$ cat config.mk
export PLATFORM = sky130hd
export DESIGN_NAME = mesi_state_ctrl
export DESIGN_NICKNAME = d
export VERILOG_FILES = /design/src/rtl/mesi_pkg.sv /design/src/rtl/mesi_fill_rule.sv /design/src/rtl/mesi_write_rule.sv /design/src/rtl/mesi_state_ctrl.sv
export SDC_FILE = /design/constraint.sdc
export NUM_CORES = 1
export LEC_CHECK = 0
export BUFFER_PORTS_ARGS = -buffer_cell sky130_fd_sc_hd__clkbuf_2
export CORE_AREA = 2 2 39 41
export DETAILED_ROUTE_END_ITERATION = 6
export DIE_AREA = 0 0 41 43
export GPL_ROUTABILITY_DRIVEN = 0
export GPL_TIMING_DRIVEN = 0
export PLACE_DENSITY = 0.42
export SYNTH_ARGS = -nofsm -noshare
export SYNTH_HDL_FRONTEND = slang
export SYNTH_HIERARCHICAL = 1
export SYNTH_SLANG_ARGS = --single-unit
$ cat constraint.sdc
create_clock -name vclk -period 1.31
set_clock_uncertainty 0.05 [all_clocks]
set_input_delay 0.131 -clock vclk [all_inputs]
set_output_delay 0.131 -clock vclk [all_outputs]
set_load 0.02 [all_outputs]
$ cat src/rtl/mesi_pkg.sv
package mesi_pkg;

   localparam int unsigned ST_W  = 2;
   localparam int unsigned BUS_W = 2;

   typedef enum logic [ST_W-1:0] {
      ST_I = 2'd0,
      ST_S = 2'd1,
      ST_E = 2'd2,
      ST_M = 2'd3
   } mesi_e;

   typedef enum logic [BUS_W-1:0] {
      BUS_NONE  = 2'd0,
      BUS_FILL  = 2'd1,
      BUS_WRITE = 2'd2,
      BUS_FILLW = 2'd3
   } bus_e;

   typedef struct packed {
      logic cache_req_n;
      logic ken_n;
      logic wb_wt;
      logic pwt;
   } attr_t;

endpackage

$ cat src/rtl/mesi_fill_rule.sv
module mesi_fill_rule
   import mesi_pkg::*;
(
   input  attr_t attr,
   output mesi_e fill_state
);

   logic kept;
   logic wb_mode;

   always_comb begin
      kept    = ~attr.cache_req_n & ~attr.ken_n;
      wb_mode = attr.wb_wt & ~attr.pwt;
      if (!kept)
         fill_state = ST_I;
      else if (wb_mode)
         fill_state = ST_E;
      else
         fill_state = ST_S;
   end

endmodule

$ cat src/rtl/mesi_write_rule.sv
module mesi_write_rule
   import mesi_pkg::*;
(
   input  mesi_e cur,
   input  attr_t attr,
   output mesi_e nxt,
   output logic  bus_wr
);

   always_comb begin
      unique case (cur)
         ST_M: begin nxt = ST_M; bus_wr = 1'b0; end
         ST_E: begin nxt = ST_M; bus_wr = 1'b0; end
         ST_S: begin
            bus_wr = 1'b1;
            nxt    = (attr.wb_wt && !attr.pwt) ? ST_E : ST_S;
         end
         default: begin nxt = ST_I; bus_wr = 1'b1; end
      endcase
   end

endmodule

$ cat src/rtl/mesi_state_ctrl.sv
module mesi_state_ctrl
   import mesi_pkg::*;
#(
   parameter bit          WA_SUPPORT = 1'b1,
   parameter int unsigned STATE_W    = 2,
   parameter int unsigned KIND_W     = 2
)(
   input  logic               acc_write,
   input  logic [STATE_W-1:0] line_state,
   input  logic               cache_req_n,
   input  logic               ken_n,
   input  logic               wb_wt,
   input  logic               pwt,
   input  logic               wa_enable,
   input  logic               wa_region,
   output logic [STATE_W-1:0] next_state,
   output logic [KIND_W-1:0]  bus_kind,
   output logic               cacheable
);

   if (STATE_W != ST_W) begin : g_bad_state_w
      $error("STATE_W must equal the package state width");
   end
   if (KIND_W != BUS_W) begin : g_bad_kind_w
      $error("KIND_W must equal the package bus-kind width");
   end

   attr_t attr;
   mesi_e cur;
   mesi_e fill_st;
   mesi_e wr_base;
   mesi_e wr_next;
   logic  wr_bus;
   logic  alloc;
   logic  hit;
   mesi_e rd_next;
   bus_e  rd_bus;
   mesi_e wr_final;
   bus_e  wr_kind;

   assign attr = '{cache_req_n: cache_req_n, ken_n: ken_n, wb_wt: wb_wt, pwt: pwt};
   assign cur  = mesi_e'(line_state);
   assign hit  = (cur != ST_I);

   if (WA_SUPPORT) begin : g_alloc
      assign alloc = wa_enable & wa_region;
   end else begin : g_no_alloc
      logic unused_wa;
      assign unused_wa = wa_enable ^ wa_region;
      assign alloc     = 1'b0;
   end

   mesi_fill_rule u_fill (
      .attr       (attr),
      .fill_state (fill_st)
   );

   assign wr_base = (!hit && alloc) ? fill_st : cur;

   mesi_write_rule u_write (
      .cur    (wr_base),
      .attr   (attr),
      .nxt    (wr_next),
      .bus_wr (wr_bus)
   );

   always_comb begin
      rd_next = hit ? cur : fill_st;
      rd_bus  = hit ? BUS_NONE : BUS_FILL;
   end

   always_comb begin
      wr_final = wr_next;
      if (hit)
         wr_kind = wr_bus ? BUS_WRITE : BUS_NONE;
      else if (alloc)
         wr_kind = wr_bus ? BUS_FILLW : BUS_FILL;
      else
         wr_kind = BUS_WRITE;
   end

   always_comb begin
      if (acc_write) begin
         next_state = wr_final;
         bus_kind   = wr_kind;
      end else begin
         next_state = rd_next;
         bus_kind   = rd_bus;
      end
      cacheable = (acc_write ? (wr_final != ST_I) : (rd_next != ST_I));
   end

endmodule

==> Word-level counts from Yosys, hierarchy flattened <==
Index checks and enable logic that the tools add are counted.
{ "classes": {"eq_ne": 3, "mux": 14, "bitwise_logic": 6, "n_reduce_logical": 8} }
{ "ops": {"columns": ["cell", "count"], "rows": [
  ["2-to-1 mux 2 bit", 11],
  ["nonzero test 2 bit", 3],
  ["== test 2 bit (second input constant)", 2],
  ["case mux 2 bit (2 select lines)", 1],
  ["AND 1 bit", 3],
  ["inverter 1 bit", 3],
  ["== test 2 x 1 -> 1 bit (second input constant)", 1],
  ["logical AND 1 bit", 2],
  ["zero test 1 bit", 2],
  ["2-to-1 mux 1 bit", 2],
  ["OR reduction 2 bit", 1]
]} }
{ "totals": {"register_bits": 0, "input_bits": 9, "out_inout_bits": 5, "elab_cells": 31} }

==> Longest topological paths before layout <==
Gate-level depths: netlist of the first run.
{ "depth": {"word_depth": 11, "mapped_depth": 8, "depth_no_buf": 8} }

==> By module <==
The synthesis of the first run kept the hierarchy.
{ "modules_own_cells": {"columns": ["mod", "n_inst", "cells_each", "area_each_um2", "seq_area_each_um2"], "rows": [
  ["mesi_state_ctrl", 1, 15, 92.6, 0.0],
  ["mesi_write_rule", 1, 5, 33.8, 0.0],
  ["mesi_fill_rule", 1, 3, 31.3, 0.0]
]} }

==> Worst setup path after synthesis of the first run <==
Ideal clock, no wire load.
{ "synth_path": {"kind": "input-to-output", "from": "input port wb_wt", "to": "output port cacheable", "arrival_ns": 1.220, "path_slack_ns": -0.091, "path_stages": 8, "cell_sequence": "nor2b_4 nor3_1 nor2b_1 a31o_1 inv_1 o21ai_1 nor2b_1 o22ai_1"} }
{ "synth_between": {"elab_chain_cells": 9, "elab_cells_between_ends": 15, "cone_classes": "3 x eq/ne; 7 x mux; 1 x bitwise; 4 x reduce/logical"} }
{ "synth_rtl": {"columns": ["element", "line_no", "source"], "rows": [
  ["start, declared", "mesi_state_ctrl.sv:12", "input logic wb_wt,"],
  ["AND 1 bit *", "mesi_fill_rule.sv:13", "wb_mode = attr.wb_wt & ~attr.pwt;"],
  ["2-to-1 mux 2 bit *", "mesi_fill_rule.sv:16", "else if (wb_mode)"],
  ["2-to-1 mux 2 bit *", "mesi_fill_rule.sv:14", "if (!kept)"],
  ["via fill_st[0]", "mesi_state_ctrl.sv:30", "mesi_e fill_st;"],
  ["2-to-1 mux 2 bit *", "mesi_state_ctrl.sv:58", "assign wr_base = (!hit && alloc) ? fill_st : cur;"],
  ["via wr_base[0]", "mesi_state_ctrl.sv:31", "mesi_e wr_base;"],
  ["== test 2 bit", "mesi_write_rule.sv:11", "unique case (cur)"],
  ["OR reduction 2 bit (no source line)", null, null],
  ["case mux 2 bit (2 select lines) *", "mesi_write_rule.sv:11", null],
  ["via wr_final[1]", "mesi_state_ctrl.sv:38", "mesi_e wr_final;"],
  ["nonzero test 2 bit *", "mesi_state_ctrl.sv:90", "cacheable = (acc_write ? (wr_final != ST_I) : (rd_next != ST_I));"],
  ["2-to-1 mux 1 bit *", "mesi_state_ctrl.sv:90", null],
  ["end, declared", "mesi_state_ctrl.sv:18", "output logic cacheable"]
]} }
Mark *: on every way through the listed nets, which the timed path passes. The rest lies on a longest branch.

==> Worst setup path after layout of the first run <==
Ends and elaborated chain as after synthesis.

==> metrics, run 1 <==
outcome=finished with violations; failing checks=negative setup slack; Max stage delay on crit path=about 0.22 ns; HPWL after DPL=approximately 400 um; Setup WS pre-CTS=-0.345 ns; YS warnings=6; Design Area, Final=between 300 and 400 um^2; FF/Latch Area=0 um^2; RSZ-0062 raised after global routing=true; crit path cell chain=buf_8 -> nor2b_4 -> nor3b_2 -> nor2b_4 -> a31o_1 -> a21o_1 -> nor2b_2 -> o22ai_2 -> clkbuf_8; sequential share of power=0; PwrDens=324 nW/um^2; global-route usage over all layers=0.0529; clock buffer count=0; vias in the first global route=between 150 and 200; DR iter-0 viols=3; Post-DRT Antenna Nets=0; Worst Hold Slack=approximately 0.57 ns; Slew @ Worst Pin=0.368 ns; first-pass GRT wire length=approximately 710 um; drt wl/cell=slightly above 8 um; Slowest-stage cell, CP=a31o_1; final setup fails=4; Clock Power Share=0; endpoints failing hold=0; Placed Area=between 200 and 300 um^2; sw frac=0.477; CP endpoint kind=output pin; die area=1760 um^2; Comb pwr share=1.000; Die Width=between 40 and 50 um; switching power of the nets=52.2 uW; Max Slew Vio Count=0; WP data arrival=about 1.4 ns; Slew HR=0.753; mean post-synth cell area=6.85 um^2; top cells by count, synth=4 x nor2b_1, 3 x nor3_1; Vias/cell=between 4 and 5; synthesized cell area=158 um^2; initial antenna violation count=0; DR pass1 iterations=4; crit start category=input pin; Tcrit/Tclk final=1.20; CP Launch Point=wb_wt; I/O pin cnt=14; Power Total=~110 uW; number of port buffers=14; Netlist cell types=14; layout cells sized above 1=0.683; CP endpoint=cacheable; Worst VDD drop=0.0000698 V; Layout Area Growth over Synthesis=114%; Leakage=around 0.00016 uW; cell row count=14; CP Max Fanout=2; critical path class=in -> out; dominant cells by area after synthesis=nor2b_1 16%, a31o_1 11%, nor3_1 9.5%, a211oi_1 9.5%, nand2b_4 8.7%; largest net degree at the start of global routing=7; top-count cell post-synth=nor2b_1; Syn Nets=32; Synth top area share=0.159; f_max=0.634 GHz; most used cell, CP=nor2b_4; Post-Synthesis Cells=23; largest area contributor in the netlist=nor2b_1; final wirelength=472 um; Final min period=approximately 1.6 ns; post-synthesis sequential area ratio=0; Int Power=roughly 57 uW; Data required, critical path=approximately 1.1 ns; grt ovf=0; Final WS setup=-0.266 ns; Max Cap Viol=0; final routed DRC violation total=0; chip height=roughly 43 um; initial core utilization=0.114; vias=around 240; class of the worst hold path=in -> out; num sequential=0; nets=52; Core Box Area=~1400 um^2; diode count=0
[critical path, delay by kind of cell]
family | cells | cell delay, ns
buffers and inverters | 2 | 0.26
AND/OR/NAND/NOR | 4 | 0.51
AO/OA/AOI/OAI | 3 | 0.49
[layout by cell type (no fill, tap or decap)]
master / netlist / routed
clkbuf_2: 0 / 9
buf_4: 0 / 5
nor2b_2: 0 / 3
nor3_1: 3 / 3
a31o_1: 2 / 2
nor2b_4: 1 / 2
a211oi_1: 2 / 2
clkbuf_8: 0 / 2
inv_1: 2 / 2
nor2_1: 2 / 1
o22ai_2: 0 / 1
nand2_1: 1 / 1
o21a_1: 1 / 1
nor2_2: 0 / 1
buf_8: 0 / 1
clkbuf_4: 0 / 1
nor3b_2: 1 / 1
nand2b_4: 1 / 1
o21ai_2: 0 / 1
a21o_1: 1 / 1
[stage by stage]
step	cells	util	TNS (ns)
final	57	0.244	-0.767
after global routing	57	0.244	-1.02
after CTS	55	0.226	-0.839
after detailed placement	53	0.185	-1.12
after global placement	53	0.185	-1.07
after floorplan	23	-	-0.0354
[per-layer routing]
layer / vias to the layer above / GRT usage / part of all wire
met5: - / 0 / 0
met4: 0 / 0 / 0
met3: 0 / 0 / 0.078
met2: 12 / 0.0813 / 0.48
met1: 104 / 0.0854 / 0.44
li1: 120 / - / -
[layout make-up]
cell class / instances / area (um^2)
Inverter: 2 / 7.51
Tap cell: 16 / 20.0
Fill cell: 156 / 1050
Timing Repair Buffer: 18 / 133
Multi-Input combinational cell: 21 / 178
[kinds of logic after synthesis]
group,after synthesis,synth area share
buf+inv,2,0.0476
simple gates,13,0.579
compound gates,8,0.373
[power groups by stage]
stage	combinational [uW]	clock, uW	sequential, uW
5_1_grt	119	0	0
2_1_floorplan	48.5	0	0
4_1_cts	104	0	0
6_report	109	0	0
3_3_place_gp	85.2	0	0
3_5_place_dp	86.0	0	0
[timing repair]
item | CTS | global route
setup buffers | 2 | 2
gates resized for setup | 11 | 4
endpoints found under the setup margin | 4 | 4
hold buffers | 0 | 0
pin swaps | 2 | 2
[worst min path at each step]
stage,startpoint,endpoint,slack (ns),cells past startpoint
global route,line_state[1],bus_kind[0],0.60,3
CTS,line_state[0],bus_kind[0],0.56,3
finish,line_state[1],bus_kind[0],0.57,3
detailed placement,line_state[0],bus_kind[0],0.54,3
floorplan,line_state[0],bus_kind[0],0.29,1
global placement,line_state[0],bus_kind[0],0.54,3
No activity file was read; power rests on OpenSTA's default activity.
==> run 2: changes to the inputs <==
--- a/config.mk
+++ b/config.mk
@@ -12,6 +12,7 @@
 export GPL_ROUTABILITY_DRIVEN = 0
 export GPL_TIMING_DRIVEN = 0
 export PLACE_DENSITY = 0.42
+export RECOVER_POWER = 100
 export SYNTH_ARGS = -nofsm -noshare
 export SYNTH_HDL_FRONTEND = slang
 export SYNTH_HIERARCHICAL = 1
==> run 2 against run 1 <==
Against the previous run:
- the run still ends with negative setup slack left
- via count is the same
- die area is the same
- critical path depth is the same
- sequential share of layout area is the same
- critical path type unchanged
- largest power group unchanged
- highest routed layer unchanged
==> metrics, run 2 (synthesis results as in run 1) <==
outcome=finished with violations; failing checks=negative setup slack; Die Width=between 40 and 50 um; PwrDens=324 nW/um^2; Setup WS pre-CTS=-0.345 ns; cts hold-fix bufs=0; Tcrit/Tclk final=1.20; Core Box Area=between 1000 and 1500 um^2; number of port buffers=14; crit start category=input pin; final core utilization=0.243; cell row count=14; final setup fails=4; Final WS setup=-0.266 ns; clock buffer count=0; CP endpoint kind=output pin; Post-DRT Antenna Nets=0; Leakage=0.000159 uW; CP Launch Point=wb_wt; drt wl/cell=8.30 um; Hold EP=bus_kind[0]; Worst Hold Depth=3; Max Slew Vio Count=0; chip height=approximately 43 um; Slew @ Worst Pin=around 0.37 ns; Final min period=between 1.5 and 2 ns; die area=between 1500 and 2000 um^2; initial antenna violation count=0; nets=52; Vias/cell=approximately 4.1; number of fill cells in the layout=around 160; RSZ-0062 raised after global routing=true; diode count=0; Slew HR=0.753; vias in the first global route=172; Power Total=109 uW; hold_sp=line_state[1]; largest net degree at the start of global routing=7; DR iter-0 viols=3; critical path class=in -> out; most common cell after layout, fill and taps aside=clkbuf_2; FF/Latch Area=0 um^2; global-route usage over all layers=0.0529; endpoints failing hold=0; f_max=roughly 0.63 GHz; HPWL after DPL=396 um; final routed DRC violation total=0; Layout Area Growth over Synthesis=113%; CP Max Fanout=2; Comb pwr share=1.000; final wirelength=around 470 um; num sequential=0; class of the worst hold path=in -> out; vias=around 240; sequential share of power=0; initial core utilization=0.114; most frequent cells in the layout=8 x clkbuf_2, 5 x buf_4, 3 x nor2b_2, 3 x nor3_1; Worst VDD drop=~0.000069 V; switching power of the nets=between 50 and 60 uW; sw frac=0.479; DR pass1 iterations=4; Max Cap Viol=0; layout cells sized above 1=0.659; WP data arrival=between 1 and 1.5 ns; I/O pin cnt=14; grt ovf=0; first-pass GRT wire length=around 700 um; Clock Power Share=0; Int Power=approximately 57 uW; Worst Hold Slack=0.581 ns; Data required, critical path=1.13 ns
-- run 2: cell types whose count changed in the layout (fill, tap and decap cells not counted) --
cell	previous run	this run
clkbuf_1	0	1
clkbuf_2	9	8
-- run 2: timing repair --
action,CTS,global route
setup endpoints to repair,4,4
cloned,0,0
gates resized for setup,11,4
pin swaps,2,2
buffers inserted,2,2
-- run 2: worst max path at each step --
stage	cells past startpoint	to
6_report	9	cacheable
2_1_floorplan	8	cacheable
3_3_place_gp	9	cacheable
3_5_place_dp	10	cacheable
5_1_grt	9	cacheable
4_1_cts	9	cacheable
-- run 2: through the flow --
step	setup TNS, ns	area [um^2]	cells
3_5_place_dp	-1.12	256	53
3_3_place_gp	-1.07	256	53
2_1_floorplan	-0.0354	166	23
4_1_cts	-0.839	313	55
6_report	-0.768	337	57
5_1_grt	-1.02	337	57
-- run 2: power by group through the flow --
| stage | clock (uW) | combinational [uW] | sequential, uW |
|---|---|---|---|
| after floorplan | 0 | 48.5 | 0 |
| after global placement | 0 | 85.2 | 0 |
| after detailed placement | 0 | 86.0 | 0 |
| after CTS | 0 | 104 | 0 |
| after global routing | 0 | 119 | 0 |
| final | 0 | 109 | 0 |
-- run 2: area by class of cell --
cell class | instances | area, um^2 | area share
Inverter | 2 | 7.51 | 0.0223
Tap cell | 16 | 20.0 | 0.0595
Timing Repair Buffer | 18 | 131 | 0.390
Multi-Input combinational cell | 21 | 178 | 0.528
-- run 2: per-layer routing --
metal / part of all wire / track usage / vias up
li1: - / - / 120
met5: 0 / 0 / -
met2: 0.48 / 0.0813 / 12
met1: 0.44 / 0.0854 / 104
met4: 0 / 0 / 0
met3: 0.080 / 0 / 0
-- run 2: worst max-delay path: stages --
cell and delay, ns:
buf_8 0.09, nor2b_4 0.11, nor3b_2 0.14, nor2b_4 0.12, a31o_1 0.22, a21o_1 0.17
nor2b_2 0.14, o22ai_2 0.10, clkbuf_8 0.17
